## src/rtl/zsk_pkg.sv

```systemverilog
package zsk_pkg;

  // Default geometry of the zero-skip calculator
  localparam int unsigned ZSK_OPND_W_DEF = 32;
  localparam int unsigned ZSK_SCAN_W_DEF = 8;

  // Width needed to hold a count from 0 up to and including scan_w
  function automatic int unsigned zsk_cnt_width(input int unsigned scan_w);
    return $clog2(scan_w + 1);
  endfunction

endpackage

```

## src/rtl/zsk_tz_scan.sv

```systemverilog
module zsk_tz_scan #(
  parameter int unsigned SCAN_W  = zsk_pkg::ZSK_SCAN_W_DEF,
  parameter int unsigned CNT_W   = zsk_pkg::zsk_cnt_width(SCAN_W)
) (
  input  logic [SCAN_W-1:0] bits_in,
  output logic [CNT_W-1:0]  tz_cnt,
  output logic              none_set
);

  // seen[i] is high once any bit at or below i is set
  logic [SCAN_W-1:0] seen;
  logic [SCAN_W-1:0] below_clear;

  genvar g;
  generate
    for (g = 0; g < SCAN_W; g++) begin : g_chain
      if (g == 0) begin : g_first
        assign seen[g] = bits_in[g];
      end else begin : g_rest
        assign seen[g] = seen[g-1] | bits_in[g];
      end
      assign below_clear[g] = ~seen[g];
    end
  endgenerate

  // Number of leading positions with nothing set yet is the trailing zero count
  always_comb begin
    tz_cnt = '0;
    for (int i = 0; i < SCAN_W; i++) begin
      tz_cnt = tz_cnt + CNT_W'(below_clear[i]);
    end
  end

  assign none_set = ~seen[SCAN_W-1];

endmodule

```

## src/rtl/zsk_floor.sv

```systemverilog
module zsk_floor #(
  parameter int unsigned SCAN_W = zsk_pkg::ZSK_SCAN_W_DEF,
  parameter int unsigned CNT_W  = zsk_pkg::zsk_cnt_width(SCAN_W)
) (
  input  logic [CNT_W-1:0] tz_cnt,
  input  logic             none_set,
  output logic [CNT_W-1:0] shamt
);

  localparam logic [CNT_W-1:0] FULL_SKIP = CNT_W'(SCAN_W);
  localparam logic [CNT_W-1:0] MIN_STEP  = CNT_W'(1);

  always_comb begin
    if (none_set) begin
      shamt = FULL_SKIP;
    end else if (tz_cnt == '0) begin
      shamt = MIN_STEP;
    end else begin
      shamt = tz_cnt;
    end
  end

endmodule

```

## src/rtl/zsk_shamt_calc.sv

```systemverilog
module zsk_shamt_calc #(
  parameter int unsigned OPND_W = zsk_pkg::ZSK_OPND_W_DEF,
  parameter int unsigned SCAN_W = zsk_pkg::ZSK_SCAN_W_DEF,
  localparam int unsigned CNT_W = zsk_pkg::zsk_cnt_width(SCAN_W)
) (
  input  logic              clk,
  input  logic              rst,
  input  logic [OPND_W-1:0] opnd_in,
  output logic [CNT_W-1:0]  shamt_out
);

  localparam logic [CNT_W-1:0] RST_STEP  = CNT_W'(1);
  localparam logic [CNT_W-1:0] FULL_SKIP = CNT_W'(SCAN_W);

  logic [SCAN_W-1:0] low_bits;
  logic [CNT_W-1:0]  tz_cnt;
  logic              none_set;
  logic [CNT_W-1:0]  shamt_nxt;

  assign low_bits = opnd_in[SCAN_W-1:0];

  generate
    if (OPND_W > SCAN_W) begin : g_hi
      logic unused_hi;
      assign unused_hi = ^opnd_in[OPND_W-1:SCAN_W];
    end
  endgenerate

  zsk_tz_scan #(.SCAN_W(SCAN_W), .CNT_W(CNT_W)) u_scan (
    .bits_in  (low_bits),
    .tz_cnt   (tz_cnt),
    .none_set (none_set)
  );

  zsk_floor #(.SCAN_W(SCAN_W), .CNT_W(CNT_W)) u_floor (
    .tz_cnt   (tz_cnt),
    .none_set (none_set),
    .shamt    (shamt_nxt)
  );

  always_ff @(posedge clk) begin
    if (rst) begin
      shamt_out <= RST_STEP;
    end else begin
      shamt_out <= shamt_nxt;
    end
  end


  shamt_range_chk: assert property (@(posedge clk) disable iff (rst)
    !$past(rst) |-> (shamt_out != '0 && shamt_out <= FULL_SKIP));


  zero_byte_chk: assert property (@(posedge clk) disable iff (rst)
    (low_bits == '0) |=> (shamt_out == FULL_SKIP));


  low_bit_chk: assert property (@(posedge clk) disable iff (rst)
    (opnd_in[0] || opnd_in[1]) |=> (shamt_out == CNT_W'(1)));


  hi_ignore_chk: assert property (@(posedge clk) disable iff (rst)
    (!$past(rst) && $stable(low_bits)) |=> $stable(shamt_out));


  rst_val_chk: assert property (@(posedge clk)
    rst |=> (shamt_out == RST_STEP));

endmodule

```

## config.mk

```make
export PLATFORM = sky130hd
export DESIGN_NAME = zsk_shamt_calc
export DESIGN_NICKNAME = d
export VERILOG_FILES = /design/src/rtl/zsk_pkg.sv /design/src/rtl/zsk_tz_scan.sv /design/src/rtl/zsk_floor.sv /design/src/rtl/zsk_shamt_calc.sv
export SDC_FILE = /design/constraint.sdc
export NUM_CORES = 1
export LEC_CHECK = 0
export ABC_AREA = 1
export BUFFER_PORTS_ARGS = -buffer_cell sky130_fd_sc_hd__buf_2
export CORE_MARGIN = 2
export CORE_UTILIZATION = 29
export DETAILED_ROUTE_END_ITERATION = 10
export HOLD_SLACK_MARGIN = 0.12
export PLACE_DENSITY_LB_ADDON = 0.25
export SYNTH_ARGS = -nofsm -noshare
export SYNTH_HDL_FRONTEND = slang
export SYNTH_SLANG_ARGS = --single-unit
```

## constraint.sdc

```tcl
create_clock -name clk -period 3.66 [get_ports clk]
set_clock_uncertainty 0.05 [all_clocks]
set_input_delay 0.549 -clock clk [delete_from_list [all_inputs] [get_ports clk]]
set_output_delay 0.549 -clock clk [all_outputs]
set_load 0.03 [all_outputs]
```

==> key figures, run 1 <==
CTS
  • Htree depth: 1
  • TritonCTS Sinks: 4
  • CTS Buf Count: 3
  • Hold buffer count at CTS: 0
  • CTS tree: done
  • Root Buffer: clkbuf_4
  • Setup bufs post-CTS: 0
  • Maximum root-to-sink buffer count: 2
  • Clk pin slew, worst setup/hold paths: 40 ps
  • Post-CTS Resized: 0

Placement
  • Port Buffer Count: 13
  • DPL Wire Length: 573 um
  • Post-place setup slack: 203 ps
  • RePlAce Congestion: 0.716
  • Cells after DPL: 77

Floorplanning
  • Core area: 1160 um2
  • Row cnt: 12
  • DIE HEIGHT: 40.0 um
  • # IOs: 38
  • Effective utilization at floorplan: 32.6%
  • Die ar.: 1600 um2
  • Die X: 40.0 um

Pwr
  • Peak supply drop: 0.0989 mV
  • Switch share: 28.4%
  • Leak pwr: 0.299 nW
  • Clock power frac: 39.9%
  • Gate power share: 25.6%
  • Pwr dens: 278 nW/um2
  • Switching pwr: 0.0380 mW
  • Int Pwr: 0.0959 mW
  • Flop pwr share: 34.6%

Timing
  • Relative slew slack: 77.8%
  • Highest Clock Rate: 0.312 GHz
  • Unrepaired setup endpoints after global routing: no
  • Number of setup violations in the final report: 0
  • Final worst-path cycle share: 87.7%
  • Min Hold Slack: 500 ps
  • Fin crit period: 3210 ps
  • Final setup TNS: 0 ps
  • Final count of hold timing violations: 0
  • Slew @ Worst Pin: 331 ps
  • PnR worst setup slack: 452 ps
  • Fin. max-slew vios: 0

Finish
  • Max reg flops: 4
  • Fin cells: 80
  • Most flop-heavy register: shamt_out
  • Area delta synth->final: 27.9%
  • Fill cells: 114
  • Final Core Density: 41.7%
  • Final net count: 108
  • N_diodes: 0
  • Layout cells sized above 1: 30.3%
  • Leading registers by flop count: shamt_out: 4 flops

Worst setup path
  • CP Capture Type: register
  • Startpoint types: primary input
  • Critical path class: primary input to register
  • Worst-path fanout max: 3
  • Worst endpoint required time: 3730 ps
  • Worst Path Arrival: 3280 ps
  • Worst Setup SP: opnd_in[0]

Hold path
  • Hold crit path type: primary input to register
  • Hold path start: rst
  • Hold Path Depth: 3
  • Hold path endpoint: shamt_out[0]$_SDFF_PP1_

Synthesis
  • Syn avg cell area: 7.53 um2
  • Post-synth EDFFs: 0
  • Synth cell types: 16
  • Top FF cell, synth: dfxtp_1
  • Sequential element share of the synthesized area: 21.3%
  • Syn nets: 90
  • Most frequent cell after synthesis: inv_1
  • Post-synthesis mux area share: 0%
  • Asr flop ratio synth: 0%
  • Synth area leaders: dfxtp_1, fa_1, inv_1, nand2_1, ha_1
  • Synth Instances: 50
  • Mapped Area: 377 um2
  • Synth area leader: dfxtp_1
  • Adder-cell share of the synthesized area: 27.9%
  • Top-area cell type share of the netlist area: 21.3%
  • Synth Area in Compound Gates: 3.32%
  • Seq cells post-synth: 4
  • Synth Area in Simple Gates: 31.2%
  • Synthesis warning total: 0
  • Largest family of logic cells by synthesized area: simple AND/OR/NAND/NOR gates
  • Synth Area in XOR/XNOR: 2.33%
  • Synth cell count leaders: inv_1, nand2_1, dfxtp_1, fa_1, nor2_1

Routing
  • Post-DRT Antenna Nets: 0
  • Top Metal Used: met3
  • M1 WL: 292 um
  • Drt total wl: 640 um
  • Via count: 333
  • Metal3 WL: 46 um
  • Number of vias per cell: 4.16
  • Wire per inst: 8.00 um
  • Iter 0 DRT Violations: 5
  • Drc violations: 0
  • TritonRoute pass-1 iters: 4
  • WL met2: 301 um

Global routing
  • Largest net degree at the start of global routing: 5
  • Overflow after GRT: 0
  • All-Layer GR Usage: 10.8%
  • Initial antenna violation count: 0
  • First-pass GRT wire length: 1120 um
  • Vias in the first global route: 305

Outcome
  • Status: completed

Job
  • MaxCap Viol Count: 0
how the worst max path moves through the flow:
| stage | to | slack (ps) | depth (start not counted) |
|---|---|---|---|
| after floorplan | shamt_out[2]$_SDFF_PP0_ | 480 | 13 |
| after global placement | shamt_out[2]$_SDFF_PP0_ | 230 | 14 |
| after detailed placement | shamt_out[2]$_SDFF_PP0_ | 200 | 14 |
| after CTS | shamt_out[2]$_SDFF_PP0_ | 430 | 14 |
| after global routing | shamt_out[2]$_SDFF_PP0_ | 250 | 16 |
| final | shamt_out[2]$_SDFF_PP0_ | 450 | 14 |
layout make-up:
type / count / area (um2) / share of cell area (%)
well taps: 14 / 17.5 / 3.64
clock buffers: 3 / 22.5 / 4.68
repair buffers: 13 / 65.1 / 13.5
inverters: 14 / 52.6 / 10.9
multi-input cells: 32 / 244 / 50.6
flip-flops and latches: 4 / 80.1 / 16.6
critical path, stage by stage:
cell	delay, ps
buf_2	120
nor3_1	300
fa_1	470
inv_1	90
fa_1	410
fa_1	370
inv_1	110
fa_1	440
nor2_1	120
nand2_1	70
nand2_1	60
nand2_1	40
nand2_1	80
nor2_1	40
cell families (layout without fill, tap and decap cells):
family | count (synthesis) | after routing
AOI/OAI and AO/OA | 2 | 2
xor gates and xnor gates | 1 | 1
adders and majority gates | 6 | 6
buffers and inverters | 14 | 30
DFF | 4 | 4
and+or+nand+nor | 23 | 23
metrics by stage:
stage / total power [mW] / area, um2
2_1_floorplan: 0.0706 / 377
3_5_place_dp: 0.0813 / 459
6_report: 0.134 / 482
4_1_cts: 0.137 / 482
3_3_place_gp: 0.0809 / 459
5_1_grt: 0.146 / 482
metal layers:
layer  vias to the layer above  GRT usage [%]
met5                         -              0
met4                         0           5.17
met3                         0           5.00
met2                         9           17.3
met1                       144           11.8
li1                        180              -
power groups by stage:
stage                     logic (mW)  clock network (mW)  registers (mW)
after floorplan               0.0191                   0          0.0515
after global placement        0.0339                   0          0.0470
after detailed placement      0.0344                   0          0.0469
after CTS                     0.0348              0.0564          0.0463
after global routing          0.0400              0.0591          0.0465
final                         0.0342              0.0534          0.0463
cell usage in the layout, fill, tap and decap left out:
cell type	synthesis	layout
nor2_4	1	1
buf_2	0	13
nand4_1	1	1
nor3_1	1	1
nand4_2	1	1
nand2_1	11	11
fa_1	4	4
a21o_1	1	1
clkbuf_4	0	3
inv_1	14	14
nor2_2	1	1
nor2_1	4	4
o21ai_1	1	1
nand3_2	1	1
ha_1	2	2
dfxtp_1	4	4
xnor2_1	1	1
nand3_1	2	2
(Power assumes the default switching activity.)
==> run 2: changes to the inputs <==
Settings changed: CELL_PAD_IN_SITES_DETAIL_PLACEMENT set to 0, CELL_PAD_IN_SITES_GLOBAL_PLACEMENT set to 1, CORE_UTILIZATION 29 to 21, CTS_BUF_LIST set to sky130_fd_sc_hd__clkbuf_8 sky130_fd_sc_hd__clkbuf_16.
==> run 2 against run 1 <==
  * Die area increased by 34%
  * Core utilization down 12 points
  * First-iteration DRC count increased by 40%
  * Via count shrank 4.5%
  * Largest cell class unchanged
  * Sequential cell count stayed put
  * Highest routed layer unchanged
  * Maximum frequency down 0.60%
  * Hold slack improved by 24 ps
  * Critical path type unchanged
  * Routed wire length up 1.3%
  * Cell count increased by 14%
  * Sequential share of layout area shrank 1.1 points
  * Total power is 27% higher
  * Setup slack worse by 19 ps
==> key figures, run 2 (synthesized netlist as in run 1, its figures left out) <==
Outcome
  • Status: completed

Timing
  • Final setup TNS: 0 ps
  • Final count of hold timing violations: 0
  • Number of setup violations in the final report: 0
  • Relative slew slack: 77.8%
  • Slew @ Worst Pin: 330 ps
  • Fin crit period: 3230 ps
  • Highest Clock Rate: 0.310 GHz
  • Fin. max-slew vios: 0
  • Unrepaired setup endpoints after global routing: no
  • Min Hold Slack: 525 ps
  • Final worst-path cycle share: 88.2%

Pwr
  • Flop pwr share: 27.3%
  • Switching pwr: 0.0409 mW
  • Pwr dens: 331 nW/um2
  • Clock power frac: 52.6%
  • Int Pwr: 0.129 mW
  • Switch share: 24.1%
  • Peak supply drop: 0.0849 mV
  • Gate power share: 20.1%
  • Leak pwr: 0.307 nW

CTS
  • Post-CTS Resized: 0
  • Hold buffer count at CTS: 0
  • TritonCTS Sinks: 4
  • Htree depth: 1
  • Clk pin slew, worst setup/hold paths: 30 ps
  • CTS Buf Count: 3
  • Maximum root-to-sink buffer count: 2
  • Root Buffer: clkbuf_8
  • CTS tree: done
  • Setup bufs post-CTS: 0

Hold path
  • Hold crit path type: primary input to register
  • Hold path endpoint: shamt_out[0]$_SDFF_PP1_
  • Hold path start: rst
  • Hold Path Depth: 3

Worst setup path
  • CP Capture Type: register
  • Worst endpoint required time: 3710 ps
  • Worst-path fanout max: 3
  • Crit path max-delay family: adder cells
  • Startpoint types: primary input
  • Critical path class: primary input to register
  • CP max stage delay: 440 ps
  • Buf/Inv on CP: 4
  • Slowest cell on crit path: fa_1
  • CP Cell Sequence: buf_2 > nor2_2 > nand4_2 > inv_1 > fa_1 > inv_1 > fa_1 > fa_1 > inv_1 > fa_1 > nor2_1 > nand2_1 > nand2_1 > nand2_1 > nand2_1 > nor2_1
  • Worst Path Arrival: 3270 ps

Job
  • MaxCap Viol Count: 0

Global routing
  • First-pass GRT wire length: 1130 um
  • Largest net degree at the start of global routing: 5
  • Overflow after GRT: 0
  • All-Layer GR Usage: 7.69%
  • Vias in the first global route: 310
  • Initial antenna violation count: 0

Placement
  • DPL Wire Length: 579 um
  • Cells after DPL: 88
  • Port Buffer Count: 13
  • RePlAce Congestion: 0.723

Finish
  • Final Core Density: 30.1%
  • Final net count: 108
  • Commonest non-fill, non-tap cells in the layout: inv_1, buf_2, nand2_1
  • N_diodes: 0
  • Max reg flops: 4
  • Fin cells: 91
  • Most flop-heavy register: shamt_out
  • Area delta synth->final: 36.5%
  • Commonest non-fill, non-tap cell in the layout: inv_1
  • Layout cells sized above 1: 30.3%
  • Leading registers by flop count: shamt_out: 4 flops

Routing
  • Wire per inst: 7.12 um
  • TritonRoute pass-1 iters: 3
  • Drt total wl: 648 um
  • Post-DRT Antenna Nets: 0
  • Drc violations: 0
  • Number of vias per cell: 3.49
  • Iter 0 DRT Violations: 7
  • Via count: 318

Floorplanning
  • Effective utilization at floorplan: 22.1%
  • Die X: 46.4 um
  • Die ar.: 2150 um2
  • Row cnt: 15
  • DIE HEIGHT: 46.4 um
  • Core area: 1710 um2
  • # IOs: 38
==> run 2: cell count changes in the layout (fill, tap and decap cells not counted) <==
cell      change
clkbuf_4      -3
clkbuf_8      +3
==> run 2: metrics by stage <==
stage | setup slack (ps) | area, um2 | power, mW
after detailed placement | 209 | 473 | 0.0814
final | 432 | 514 | 0.170
after floorplan | 478 | 377 | 0.0706
after global routing | 162 | 514 | 0.182
after CTS | 410 | 514 | 0.172
after global placement | 194 | 473 | 0.0817
==> run 2: tightest hold or removal path, delay by kind of cell <==
family	cells	cell delay, ps
simple gates	1	70
buf+inv	2	140
==> run 2: worst max-delay path by stage <==
stage	start	endpoint	slack [ps]	cells after the start
2_1_floorplan	opnd_in[2]	shamt_out[2]$_SDFF_PP0_	480	13
3_3_place_gp	opnd_in[0]	shamt_out[2]$_SDFF_PP0_	190	16
3_5_place_dp	opnd_in[0]	shamt_out[2]$_SDFF_PP0_	210	16
4_1_cts	opnd_in[0]	shamt_out[2]$_SDFF_PP0_	410	16
5_1_grt	opnd_in[2]	shamt_out[2]$_SDFF_PP0_	160	14
6_report	opnd_in[0]	shamt_out[2]$_SDFF_PP0_	430	16
==> run 2: cell type report <==
class	count	area, um2
fill	190	1190
clock buffer	3	41.3
tap	25	31.3
sequential	4	80.1
multi-input combinational	32	244
inverter	14	52.6
timing repair buffer	13	65.1
==> run 2: power groups by stage <==
stage	combinational [mW]	clock (mW)	sequential (mW)
final	0.0342	0.0894	0.0464
after CTS	0.0349	0.0911	0.0464
after global routing	0.0401	0.0959	0.0465
after detailed placement	0.0344	0	0.0470
after floorplan	0.0191	0	0.0515
after global placement	0.0347	0	0.0469
==> run 2: metal layers <==
| metal | up-vias | routed length [um] | GRT usage (%) |
|---|---|---|---|
| met5 | - | 0 | 0 |
| met4 | 0 | 0 | 5.14 |
| met3 | 0 | 50 | 2.35 |
| met2 | 9 | 299 | 12.2 |
| met1 | 129 | 299 | 8.73 |
| li1 | 180 | - | - |
